<file path="config.mk">
export PLATFORM = sky130hd
export DESIGN_NAME = mod5_serial_detector
export DESIGN_NICKNAME = d
export VERILOG_FILES = /design/src/rtl/mod5_pkg.sv /design/src/rtl/mod5_step.sv /design/src/rtl/mod5_state_reg.sv /design/src/rtl/mod5_flag.sv /design/src/rtl/mod5_serial_detector.sv
export SDC_FILE = /design/constraint.sdc
export NUM_CORES = 1
export LEC_CHECK = 0
export ABC_AREA = 1
export BUFFER_PORTS_ARGS = -buffer_cell sky130_fd_sc_hd__buf_2
export CORE_AREA = 2 2 39 41
export CTS_BUF_LIST = sky130_fd_sc_hd__clkbuf_8
export DETAILED_ROUTE_END_ITERATION = 16
export DIE_AREA = 0 0 41 43
export SETUP_SLACK_MARGIN = 0.1
export SYNTH_ARGS = -nofsm -noshare
export SYNTH_HDL_FRONTEND = slang
export SYNTH_SLANG_ARGS = --single-unit
</file>
<file path="constraint.sdc">
create_clock -name clk -period 1 [get_ports clk]
set_clock_uncertainty 0.2 [all_clocks]
set_input_delay 0.05 -clock clk [delete_from_list [all_inputs] [get_ports clk]]
set_output_delay 0.05 -clock clk [all_outputs]
set_load 0.01 [all_outputs]
</file>
<file path="src/rtl/mod5_pkg.sv">
// Package: types shared by the divisible-by-five detector.
// Assumes a fixed divisor of five, so the remainder needs three bits.
package mod5_pkg;

    localparam int unsigned DIVISOR = 5;
    localparam int unsigned REM_W   = $clog2(DIVISOR);

    // One state for each remainder value; codes 5..7 are unused.
    typedef enum logic [REM_W-1:0] {
        REM0 = 3'd0,
        REM1 = 3'd1,
        REM2 = 3'd2,
        REM3 = 3'd3,
        REM4 = 3'd4
    } rem_e;

endpackage

</file>
<file path="src/rtl/mod5_step.sv">
// Module: next-remainder logic.
// Computes (2*r + bit) mod 5 from an explicit transition table. Any
// unused input code maps to REM0, so a corrupted state recovers in one clock.
// Assumes the caller decides whether the result is loaded.
module mod5_step
    import mod5_pkg::*;
(
    input  rem_e rem_cur,
    input  logic bit_in,
    output rem_e rem_nxt
);

    // Purpose: look up the remainder after appending one bit.
    always_comb begin
        unique case (rem_cur)
            REM0:    rem_nxt = bit_in ? REM1 : REM0;
            REM1:    rem_nxt = bit_in ? REM3 : REM2;
            REM2:    rem_nxt = bit_in ? REM0 : REM4;
            REM3:    rem_nxt = bit_in ? REM2 : REM1;
            REM4:    rem_nxt = bit_in ? REM4 : REM3;
            default: rem_nxt = REM0;
        endcase
    end

endmodule

</file>
<file path="src/rtl/mod5_state_reg.sv">
// Module: remainder state register.
// Loads the next remainder when a bit is accepted and holds it otherwise.
// Synchronous active-low reset forces REM0. An unused code is replaced by
// REM0 on the next clock even while idle.
module mod5_state_reg
    import mod5_pkg::*;
(
    input  logic clk,
    input  logic rst_n,
    input  logic load,
    input  rem_e rem_nxt,
    output rem_e rem_q
);

    logic legal;

    // Purpose: flag whether the held code is one of the five remainders.
    always_comb legal = (rem_q inside {REM0, REM1, REM2, REM3, REM4});

    // Purpose: update, hold or restore the remainder on each rising edge.
    always_ff @(posedge clk) begin
        if (!rst_n)
            rem_q <= REM0;
        else if (!legal)
            rem_q <= REM0;
        else if (load)
            rem_q <= rem_nxt;
    end

endmodule

</file>
<file path="src/rtl/mod5_flag.sv">
// Module: Moore output decode.
// Raises the flag only when the registered remainder is zero.
// Assumes its input comes straight from the state register.
module mod5_flag
    import mod5_pkg::*;
(
    input  rem_e rem_q,
    output logic is_zero
);

    // Purpose: decode remainder zero.
    always_comb is_zero = (rem_q == REM0);

endmodule

</file>
<file path="src/rtl/mod5_serial_detector.sv">
// Module: top of the serial divisible-by-five detector.
// Accepts one MSB-first bit per edge when bit_valid is high and reports
// whether the accumulated value is a multiple of five. Only the remainder
// is stored, so the stream length is unbounded.
module mod5_serial_detector
    import mod5_pkg::*;
(
    input  logic clk,
    input  logic rst_n,
    input  logic bit_valid,
    input  logic bit_in,
    output logic div_by_five
);

    rem_e rem_q;
    rem_e rem_nxt;

    mod5_step u_step (
        .rem_cur (rem_q),
        .bit_in  (bit_in),
        .rem_nxt (rem_nxt)
    );

    mod5_state_reg u_state (
        .clk     (clk),
        .rst_n   (rst_n),
        .load    (bit_valid),
        .rem_nxt (rem_nxt),
        .rem_q   (rem_q)
    );

    mod5_flag u_flag (
        .rem_q   (rem_q),
        .is_zero (div_by_five)
    );

endmodule

</file>
======== Yosys cells after proc, flatten, opt, wreduce, memory -nomap -nowiden ========
Index checks and enable logic that the tools add are counted.
cells by class
  bitwise operators ....................... 0
  order comparisons ....................... 0
  divide/modulo/power cells ............... 0
  shifts and indexed selects .............. 0
  equal/unequal tests ..................... 4
  multipliers ............................. 0
  add/sub/neg operators ................... 0
  multiplexer cells ....................... 6
  reduce and logical (&&, ||, !) cells .... 3
operator list
  kind                                            number
  case mux 3 bit (5 select lines)                 1
  == test 3 x 2 -> 1 bit (second input constant)  2
  2-to-1 mux 3 bit                                2
  nonzero test 5 bit                              1
  == test 3 x 1 -> 1 bit (second input constant)  1
  == test 3 bit (second input constant)           1
  zero test 3 bit                                 1
  2-to-1 mux 1 bit                                2
  2-to-1 mux 2 bit                                1
  AND reduction 2 bit                             1
storage, ports and cells
  bits in writable memories ............... 0
  bits in read-only memories .............. 0
  bits in latches ......................... 0
  memories kept ........................... 0
  output and inout bits ................... 1
  register bits ........................... 3
  input port bits ......................... 4

======== Depth between registers and ports, before layout ========
Gate-level depths: netlist of the first run.
  depth after elaboration ................. 3
  mapped depth ............................ 6
  gate-level depth less buffers ........... 6

======== Modules after synthesis ========
From an unflattened synthesis of the first run, not the netlist that was laid out.
unflattened totals
  cells, all modules ...................... 45
  area, all modules ....................... 236.5 um2
by module, submodules not included
  module          area each (um2)  cells each  times used
  mod5_state_reg  136.4            23          1
  mod5_step       82.6             18          1
  mod5_flag       17.5             4           1

======== Least setup slack after synthesis of the first run ========
No wires, ideal clock.
  path kind ............................... flip-flop to flip-flop
  start ................................... register u_state.rem_q[1]
  end ..................................... register u_state.rem_q[0]
  slack ................................... -45 ps
  clock period less this slack ............ 1045 ps
  setup time .............................. 70 ps
  arrival ................................. 775 ps
  stages on the path, launching flop included .. 7
  path through ............................ dfxtp_1 > inv_2 > nor2_2 > nand2_1 > nand3_1 > nand2_1 > a21oi_1
between the ends
  longest elaborated chain between the ends .. 3
  elaborated cells between the ends (all ways) .. 8
RTL lines
  item                                            line                                   RTL
  from (decl)                                     mod5_state_reg.sv:12                   output rem_e rem_q
  from (signal assigned)                          mod5_state_reg.sv:27                   rem_q <= rem_nxt;
  == test 3 x 1 -> 1 bit (tied with other cells)  mod5_step.sv:15, mod5_state_reg.sv:18
  nonzero test 5 bit                              mod5_state_reg.sv:18                   always_comb legal = (rem_q inside {REM0, REM1, REM2, REM3, REM4});
  AND reduction 2 bit (no source line)            -
Parallel ways exist; a longest one is shown, timed or not.
A chain may end at the register's enable or synchronous reset.

======== Worst setup path after layout of the first run ========
  start ................................... register u_state.rem_q[0]
  end ..................................... output port div_by_five
between the ends
  longest elaborated chain between the ends .. 1
RTL lines
  item             line                        RTL
  zero test 3 bit  mod5_flag.sv:12             always_comb is_zero = (rem_q == REM0);
  to (decl)        mod5_serial_detector.sv:12  output logic div_by_five
No other way between the ends.

==> results of run 1 <==
[cells in the mapped netlist]
cell type and n:
nand2_1 8, nand3_1 7, inv_1 4, a21oi_1 3, dfxtp_1 3, inv_2 3
nor2_2 3, nor2_1 2, nor3_1 1, o21ai_1 1
[cell families after synthesis]
family                 synth area share [%]
AND/OR/NAND/NOR                       47.53
buffers and inverters                 12.96
AO/OA/AOI/OAI                         9.872
flip-flops                            29.63
[final cells by class]
cell class / count / area, µm² / area share, %
multi-input combinational: 25 / 141.4 / 37.42
timing repair buffer: 10 / 76.32 / 20.20
sequential: 3 / 66.31 / 17.55
clock buffer: 3 / 41.29 / 10.93
inverter: 7 / 28.78 / 7.616
tap: 16 / 20.02 / 5.298
clock inverter: 1 / 3.754 / 0.9934
[path summary, 6_finish.rpt]
path              slack (ns)                            end
setup reg to reg       -0.15  u_state.rem_q[1]$_SDFFE_PN0P_
hold reg to reg         0.40  u_state.rem_q[1]$_SDFFE_PN0P_
hold / removal         -0.10  u_state.rem_q[2]$_SDFFE_PN0P_
setup / recovery       -0.25                    div_by_five
[routing by layer]
layer | wire length (µm) | vias up | share of wire [%]
met5 | 0 | - | 0
met4 | 0 | 0 | 0
met3 | 27 | 0 | 4.2
met2 | 381 | 8 | 60
met1 | 231 | 122 | 36
li1 | - | 140 | -
[critical path: stages, from the launching register on]
cell and delay [ns]:
dfxtp_2 0.32, buf_4 0.14, nor3_4 0.16, buf_2 0.15
[timing repair]
action	CTS	global route
cloned	0	0
hold endpoints to repair	3	3
resized for setup	6	4
buffers inserted	2	1
pin swaps	1	2
setup endpoints to repair	4	4
[per-stage QoR]
| stage | util (%) | setup WS (ns) | instance area, µm² | TNS (ns) |
|---|---|---|---|---|
| after floorplan | - | -0.02120 | 206.4 | -0.04806 |
| after global placement | 19.44 | -0.07850 | 269.0 | -0.2119 |
| after detailed placement | 19.44 | -0.1110 | 269.0 | -0.2899 |
| after CTS | 25.41 | -0.2128 | 351.6 | -0.6627 |
| after global routing | 27.31 | -0.2717 | 377.9 | -0.8483 |
| final | 27.31 | -0.2472 | 377.9 | -0.6256 |
[power by group through the flow]
| stage | combinational, W | sequential [W] | clock [W] |
|---|---|---|---|
| after floorplan | 0.0000303 | 0.000132 | 0 |
| after global placement | 0.0000533 | 0.000132 | 0 |
| after detailed placement | 0.0000536 | 0.000132 | 0 |
| after CTS | 0.0000602 | 0.000127 | 0.000351 |
| after global routing | 0.0000789 | 0.000128 | 0.000362 |
| final | 0.0000727 | 0.000127 | 0.000337 |
==> impl_results.md, run 1 <==
* Final cell count without fillers at 65
* Count of unique library cells instantiated by Yosys at 10
* Netlist Area Pre-Place at 202.7 µm²
* CP Data Required Time at 0.75 ns
* Fraction of layout cells with a size suffix above 1 at 48.98%
* Maximum fanout along the worst path at 3
* Antenna-violating nets left at 0
* Detailed-placement wirelength estimate at 378.7 µm
* Vias after detailed routing at 270
* CTS clk-pin slew, worst paths at 0.03 ns
* Most used cells in the layout excluding fill and tap cells: 8 x nand2_1, 7 x nand3_1, 5 x inv_1
* Setup repair after global routing missed its margin: yes
* Synth Register Bits at 3
* Hold WS at -0.1042 ns
* GR Layer Usage met1 at 8.682%
* Post-layout min period at 1.247 ns
* M2 GR Usage at 12.50%
* Biggest area consumer among synthesized cells: dfxtp_1
* Crit path kind: flop to output pin
* Total setup violations reported at the end of the flow at 4
* Critical path origin: u_state.rem_q[0]$_SDFFE_PN0P_
* Count of maximum capacitance violations at 0
* Net count reported at finish at 54
* Initial core utilization at 14.65%
* Leakage component of the power at 0.1690 nW
* Placeable Area at 0.001384 mm²
* Power per cell area at 1422 mW/mm²
* Hold path depth at 3
* Number of iterations in the first detailed-routing pass at 4
* Residual DRC at 0
* Pins over their slew limit at 0
* Total of buffers placed on input and output ports at 4
* Combinational power share at 13.5%
* Violations in the final reports: negative hold slack, negative setup slack
* Largest register by flop count: u_state.rem_q
* Reg-to-reg startpoint: u_state.rem_q[2]$_SDFFE_PN0P_
* Root Buffer: clkbuf_8
* Fin crit share at 124.7%
* TritonCTS clock tree: done
* Sequential group share of total power at 23.7%
* Total global routing track utilization at 9.137%
* Share of total power in the clock network at 62.8%
* Number of global-route vias before repair at 234
* Worst-case vdd ir drop at 0.0004549 V
* DIE WIDTH at 41 µm
* Worst slew margin relative to its limit at 87.51%
* Area delta synth->final at 86.42%
* Startpoint type of the worst setup path: flop
* Average instance area after synthesis at 5.791 µm²
* P_sw at 0.0001201 W
* Total clock buffers created by CTS at 3
* I/O pin count at 5
* Die span in y at 43 µm
* Number of cells in the design after placement at 58
* Wire length of the first global-routing pass at 966 µm
* Fillers at 157
* Share of the yosys chip area belonging to registers at 29.63%
* Met3 Resource Use GR at 6.283%
* Sort of element at the end of the critical path: output pin
* Result of the run: finished, violations left
* Final GP Congestion at 0.7321
* Hold violation count in the final report at 3
* Busiest grt layer: met2
* Worst-skew pair later-pin latency at 0.21 ns
* Post-synth top area share at 29.63%
* Least setup slack across all paths after layout at -0.2472 ns
* Pin count of the biggest net entering global routing at 6
* Number of warnings reported in the yosys synthesis log at 0
* Vias/cell at 4.154
* Synth Net Count at 39
* Biggest regs: u_state.rem_q: 3 flops
* Total Die Area at 0.001763 mm²
* Flip-flop count of the largest register after layout at 3
* Total number of placement rows at 14
* Deepest clock path buffer count at 2
* Worst hold-check path type: input port to flop
* Synthesized instance count at 35
* Overall overflow remaining after global route at 0
* Initial antenna violation count at 0
* Drt wl/cell at 9.846 µm
* Data arrival, critical path at 1.00 ns
* Final wirelength at 640 µm
* Cell types with the largest area share after synthesis: dfxtp_1 30%, nand3_1 17%, nand2_1 15%
* Maximum achievable frequency at 0.8018 GHz
* Start point of the worst hold path: bit_valid
* Internal power consumption at 0.0004173 W
* Switching power as a share of total power at 22.35%
* Reg2Reg Depth at 6
* CTS HTree Levels at 1
* CTS sink count at 3
* Pwr Total at 0.0005373 W
* Commonest non-fill, non-tap cell in the layout: nand2_1
* Number of DRC violations after detailed-routing iteration 0 at 5
* Antenna cell count at 0
* Slew at the pin closest to its max-slew limit at 0.1871 ns
Note: power is estimated with default switching activity, not from simulation.
==> inputs of run 2 (changes only) <==
Settings changed: CTS_BUF_LIST sky130_fd_sc_hd__clkbuf_8 to sky130_fd_sc_hd__clkbuf_16, PLACE_DENSITY_LB_ADDON set to 0.05.
==> run 2 against run 1 <==
- the run still ends with negative hold slack, negative setup slack left
- wire length up 2.2%
- hold slack improved by 0.0028 ns
- first-iteration DRC count decreased by 80%
- setup slack gained 0.0032 ns
- non-clock buffer count decreased by 1
- via count down 1.9%
- clock-buffer cell count stayed put
- clock power up 83%
- combinational power rose by 1%
- cell count is 1.5% lower
- sequential cell count stayed put
- highest routed layer unchanged
==> impl_results.md, run 2 (synthesis gave the netlist of run 1 again) <==
* Crit path kind: flop to output pin
* TritonCTS clock tree: done
* Detailed-placement wirelength estimate at 449.7 µm
* Total of buffers placed on input and output ports at 4
* Startpoint type of the worst setup path: flop
* Leakage component of the power at 0.1874 nW
* Setup repair after global routing missed its margin: yes
* Violations in the final reports: negative hold slack, negative setup slack
* Largest stage delay on the critical path at 0.33 ns
* Drt wl/cell at 10.22 µm
* Pins over their slew limit at 0
* Pwr Total at 0.0008192 W
* Cell breakdown of the critical path: buf_6, nor3_4, buf_2
* Maximum achievable frequency at 0.8039 GHz
* Fraction of layout cells with a size suffix above 1 at 56.25%
* Root Buffer: clkbuf_16
* Final GP Congestion at 0.6622
* Total setup violations reported at the end of the flow at 4
* DIE WIDTH at 41 µm
* Worst hold-check path type: input port to flop
* Least setup slack across all paths after layout at -0.2440 ns
* Overall overflow remaining after global route at 0
* Sort of element at the end of the critical path: output pin
* Reg2Reg Depth at 6
* Initial antenna violation count at 0
* Slew at the pin closest to its max-slew limit at 0.1810 ns
* Maximum fanout along the worst path at 3
* Total clock buffers created by CTS at 3
* I/O pin count at 5
* Number of global-route vias before repair at 289
* Vias after detailed routing at 265
* Count of maximum capacitance violations at 0
* CTS HTree Levels at 1
* Number of iterations in the first detailed-routing pass at 4
* Placeable Area at 0.001384 mm²
* CP Data Required Time at 0.75 ns
* Die span in y at 43 µm
* Hold path depth at 3
* Area delta synth->final at 104.9%
* Power per cell area at 1972 mW/mm²
* Net count reported at finish at 53
* Fillers at 146
* Biggest regs: u_state.rem_q: 3 flops
* Worst-skew pair later-pin latency at 0.22 ns
* Total Die Area at 0.001763 mm²
* Vias/cell at 4.141
* Pin count of the biggest net entering global routing at 5
* Commonest non-fill, non-tap cell in the layout: nand2_1
* Final wirelength at 654 µm
* Result of the run: finished, violations left
* Wire length of the first global-routing pass at 1069 µm
* Number of cells in the design after placement at 58
* Total number of placement rows at 14
* Antenna cell count at 0
* Total global routing track utilization at 9.428%
* Worst-case vdd ir drop at 0.0009466 V
* CTS sink count at 3
* Hold violation count in the final report at 3
* Fin crit share at 124.4%
* Hold WS at -0.1013 ns
* Residual DRC at 0
* Antenna-violating nets left at 0
* Number of DRC violations after detailed-routing iteration 0 at 1
* Post-layout min period at 1.244 ns
* Worst slew margin relative to its limit at 87.92%
* CTS clk-pin slew, worst paths at 0.03 ns
* Flip-flop count of the largest register after layout at 3
* Deepest clock path buffer count at 2
* Final cell count without fillers at 64
* Most used cells in the layout excluding fill and tap cells: 7 x nand2_1, 5 x nand3_1, 5 x inv_1
* Cell with the biggest individual delay on the critical path: dfxtp_2
* Data arrival, critical path at 0.99 ns
* Largest register by flop count: u_state.rem_q
* Initial core utilization at 14.65%
[run 2: changes by cell type in the layout (fill, tap and decap cells not counted), sizes merged]
cell and change:
buf -1
[run 2: timing repair]
action,4_1_cts,5_1_grt
pin swaps,4,7
endpoints found under the setup margin,4,4
gates resized for setup,7,6
hold endpoints to repair,3,3
buffers inserted,2,0
[run 2: path summary, 6_finish.rpt]
check	to	start	slack, ns
worst max-delay path	div_by_five	u_state.rem_q[0]$_SDFFE_PN0P_	-0.24
worst min-delay path	u_state.rem_q[0]$_SDFFE_PN0P_	rst_n	-0.10
worst max register to register	u_state.rem_q[0]$_SDFFE_PN0P_	u_state.rem_q[2]$_SDFFE_PN0P_	-0.19
worst min register to register	u_state.rem_q[0]$_SDFFE_PN0P_	u_state.rem_q[0]$_SDFFE_PN0P_	0.42
[run 2: where the power goes]
part	internal, W	switching [W]	leakage [nW]
Sequential	0.000123	0.00000507	0.0261
Combinational	0.0000328	0.0000409	0.119
Clock	0.000515	0.000102	0.0423
Total	0.000671	0.000148	0.187
[run 2: cell type report]
type / count / area [µm²] / share of cell area [%]
inverter: 7 / 28.78 / 6.928
clock buffer: 3 / 75.07 / 18.07
multi-input combinational: 25 / 152.6 / 36.75
sequential: 3 / 66.31 / 15.96
timing repair buffer: 9 / 68.82 / 16.57
tap: 16 / 20.02 / 4.819
clock inverter: 1 / 3.754 / 0.9036
[run 2: metal layers]
| layer | wire [µm] | GRT usage (%) |
|---|---|---|
| met3 | 11 | 1.571 |
| met2 | 359 | 14.37 |
| met4 | 0 | 8.000 |
| met5 | 0 | 0 |
| met1 | 282 | 10.58 |
[run 2: critical path, delay by kind of cell (launching register included)]
family,cells,cell delay [ns]
simple gates,1,0.17
flops,1,0.33
buf+inv,2,0.27
[run 2: per-stage QoR]
stage	setup WS [ns]	instance area [µm²]	util (%)	TNS (ns)
floorplan	-0.02120	206.4	-	-0.04806
global placement	-0.1331	269.0	19.44	-0.3622
detailed placement	-0.1455	269.0	19.44	-0.3643
CTS	-0.2214	389.1	28.12	-0.7357
global route	-0.2690	415.4	30.02	-0.9531
finish	-0.2440	415.4	30.02	-0.7353
==> inputs of run 3 (changes only) <==
Settings changed: SETUP_SLACK_MARGIN 0.1 to 0.02.
==> run 3 against run 2 <==
- the run still ends with negative hold slack, negative setup slack left
- first-iteration DRC count unchanged
- highest routed layer unchanged
- hold slack better by 0.0029 ns
- die area unchanged
- sequential share of layout area down 0.78 points
==> impl_results.md, run 3 (synthesis gave the netlist of run 1 again) <==
* Total global routing track utilization at 9.328%
* Leakage component of the power at 0.1892 nW
* Initial antenna violation count at 0
* Drt wl/cell at 9.523 µm
* Wire length of the first global-routing pass at 1076 µm
* Root Buffer: clkbuf_16
* CTS HTree Levels at 1
* Sort of element at the end of the critical path: output pin
* Commonest non-fill, non-tap cell in the layout: nand2_1
* Worst slack at placement at -0.1455 ns
* Vias after detailed routing at 266
* Placeable Area at 0.001384 mm²
* DIE WIDTH at 41 µm
* P_sw at 0.0001487 W
* Sequential group share of total power at 15.6%
* Worst r2r dst: u_state.rem_q[0]$_SDFFE_PN0P_
* Total Die Area at 0.001763 mm²
* Startpoint type of the worst setup path: flop
* Worst-skew pair later-pin latency at 0.22 ns
* Detailed-placement wirelength estimate at 449.7 µm
* Pin count of the biggest net entering global routing at 5
* Setup repair after global routing missed its margin: yes
* Post-layout min period at 1.199 ns
* Combinational power share at 9.3%
* Worst-case vdd ir drop at 0.0009467 V
* Antenna cell count at 0
* FF-to-FF setup slack at -0.19 ns
* Least setup slack across all paths after layout at -0.1993 ns
* Most used cells in the layout excluding fill and tap cells: 7 x nand2_1, 5 x inv_1, 4 x nand3_1, 4 x buf_2, 4 x buf_6
* CTS clk-pin slew, worst paths at 0.03 ns
* Crit path kind: flop to output pin
* Residual DRC at 0
* Total setup violations reported at the end of the flow at 4
* Total of buffers placed on input and output ports at 4
* Share of the core filled with cells at 31.56%
* Largest register by flop count: u_state.rem_q
* Final wirelength at 619 µm
* Pwr Total at 0.0008218 W
* I/O pin count at 5
* Switching power as a share of total power at 18.10%
* CTS sink count at 3
* Initial core utilization at 14.65%
* Fin crit share at 119.9%
* Vias/cell at 4.092
* Final cell count without fillers at 65
* Share of total power in the clock network at 75.1%
* Power per cell area at 1882 mW/mm²
* Count of hold-fix buffers inserted at cts at 2
* CP Data Required Time at 0.75 ns
* Slew at the pin closest to its max-slew limit at 0.2011 ns
* Total clock buffers created by CTS at 3
* Final GP Congestion at 0.6622
* Number of DRC violations after detailed-routing iteration 0 at 1
* Reg-to-reg startpoint: u_state.rem_q[2]$_SDFFE_PN0P_
* Hold violation count in the final report at 3
* Critical path origin: u_state.rem_q[1]$_SDFFE_PN0P_
* Biggest regs: u_state.rem_q: 3 flops
* Die span in y at 43 µm
* Number of iterations in the first detailed-routing pass at 4
* Maximum fanout along the worst path at 3
* Worst slew margin relative to its limit at 86.59%
* Deepest clock path buffer count at 2
* Post-route cell area at 436.7 µm²
* Start point of the worst hold path: bit_valid
* Overall overflow remaining after global route at 0
* Hold WS at -0.09843 ns
* Data arrival, critical path at 0.95 ns
* Timing endpoint of the critical path: div_by_five
* Cell area after placement at 269.0 µm²
* Net count reported at finish at 54
* Violations in the final reports: negative hold slack, negative setup slack
* Total number of placement rows at 14
* Fillers at 149
* Internal power consumption at 0.0006731 W
* Number of global-route vias before repair at 282
* TritonCTS clock tree: done
* Number of cells in the design after placement at 58
* Result of the run: finished, violations left
* Pins over their slew limit at 0
* Antenna-violating nets left at 0
* Fraction of layout cells with a size suffix above 1 at 59.18%
* Flip-flop count of the largest register after layout at 3
* Area delta synth->final at 115.4%
* Maximum achievable frequency at 0.8338 GHz
* Reg2Reg Depth at 6
* Count of maximum capacitance violations at 0
* Worst hold-check path type: input port to flop
run 3: worst min path at each step:
stage,endpoint,slack [ns],depth (start not counted)
final,u_state.rem_q[0]$_SDFFE_PN0P_,-0.1,3
after global routing,u_state.rem_q[0]$_SDFFE_PN0P_,-0.09,3
after CTS,u_state.rem_q[2]$_SDFFE_PN0P_,0.03,5
after detailed placement,u_state.rem_q[2]$_SDFFE_PN0P_,0.13,3
after global placement,u_state.rem_q[2]$_SDFFE_PN0P_,0.12,3
after floorplan,u_state.rem_q[2]$_SDFFE_PN0P_,-0.01,2
run 3: final cells by class:
type	count	area (µm²)	share of cell area, %
Multi-Input combinational cell	25	160.2	36.68
Timing Repair Buffer	10	82.58	18.91
Clock buffer	3	75.07	17.19
Sequential cell	3	66.31	15.19
Inverter	7	28.78	6.590
Tap cell	16	20.02	4.585
Clock inverter	1	3.754	0.8596
run 3: power groups by stage:
stage	Sequential, W	Clock, W	Combinational (W)
after detailed placement	0.000132	0	0.0000550
after CTS	0.000128	0.000628	0.0000694
after global placement	0.000132	0	0.0000554
after floorplan	0.000132	0	0.0000303
after global routing	0.000129	0.000641	0.0000846
final	0.000128	0.000617	0.0000761
run 3: metal layers:
layer  vias up  track usage [%]  wire length, µm
met5         -                0                0
met4         0            8.000                0
met3         0            1.571               11
met2         3            12.81              329
met1       124            11.86              277
li1        139                -                -
run 3: critical path, cell delays in order (launching register included):
cell	delay (ns)
dfxtp_2	0.33
buf_6	0.11
nor3_2	0.14
buf_2	0.14
run 3: timing repair:
item,in CTS,in global routing
gates resized for setup,7,9
pin swaps,4,8
endpoints found under the setup margin,4,4
setup buffers,2,0
endpoints found under the hold margin,3,2
run 3: per-stage QoR:
step / setup TNS [ns] / hold WS, ns
final: -0.7155 / -0.09843
after CTS: -0.7392 / 0.03481
after global routing: -0.9399 / -0.08675
after detailed placement: -0.3643 / 0.1272
after global placement: -0.3622 / 0.1174
after floorplan: -0.04806 / -0.01493
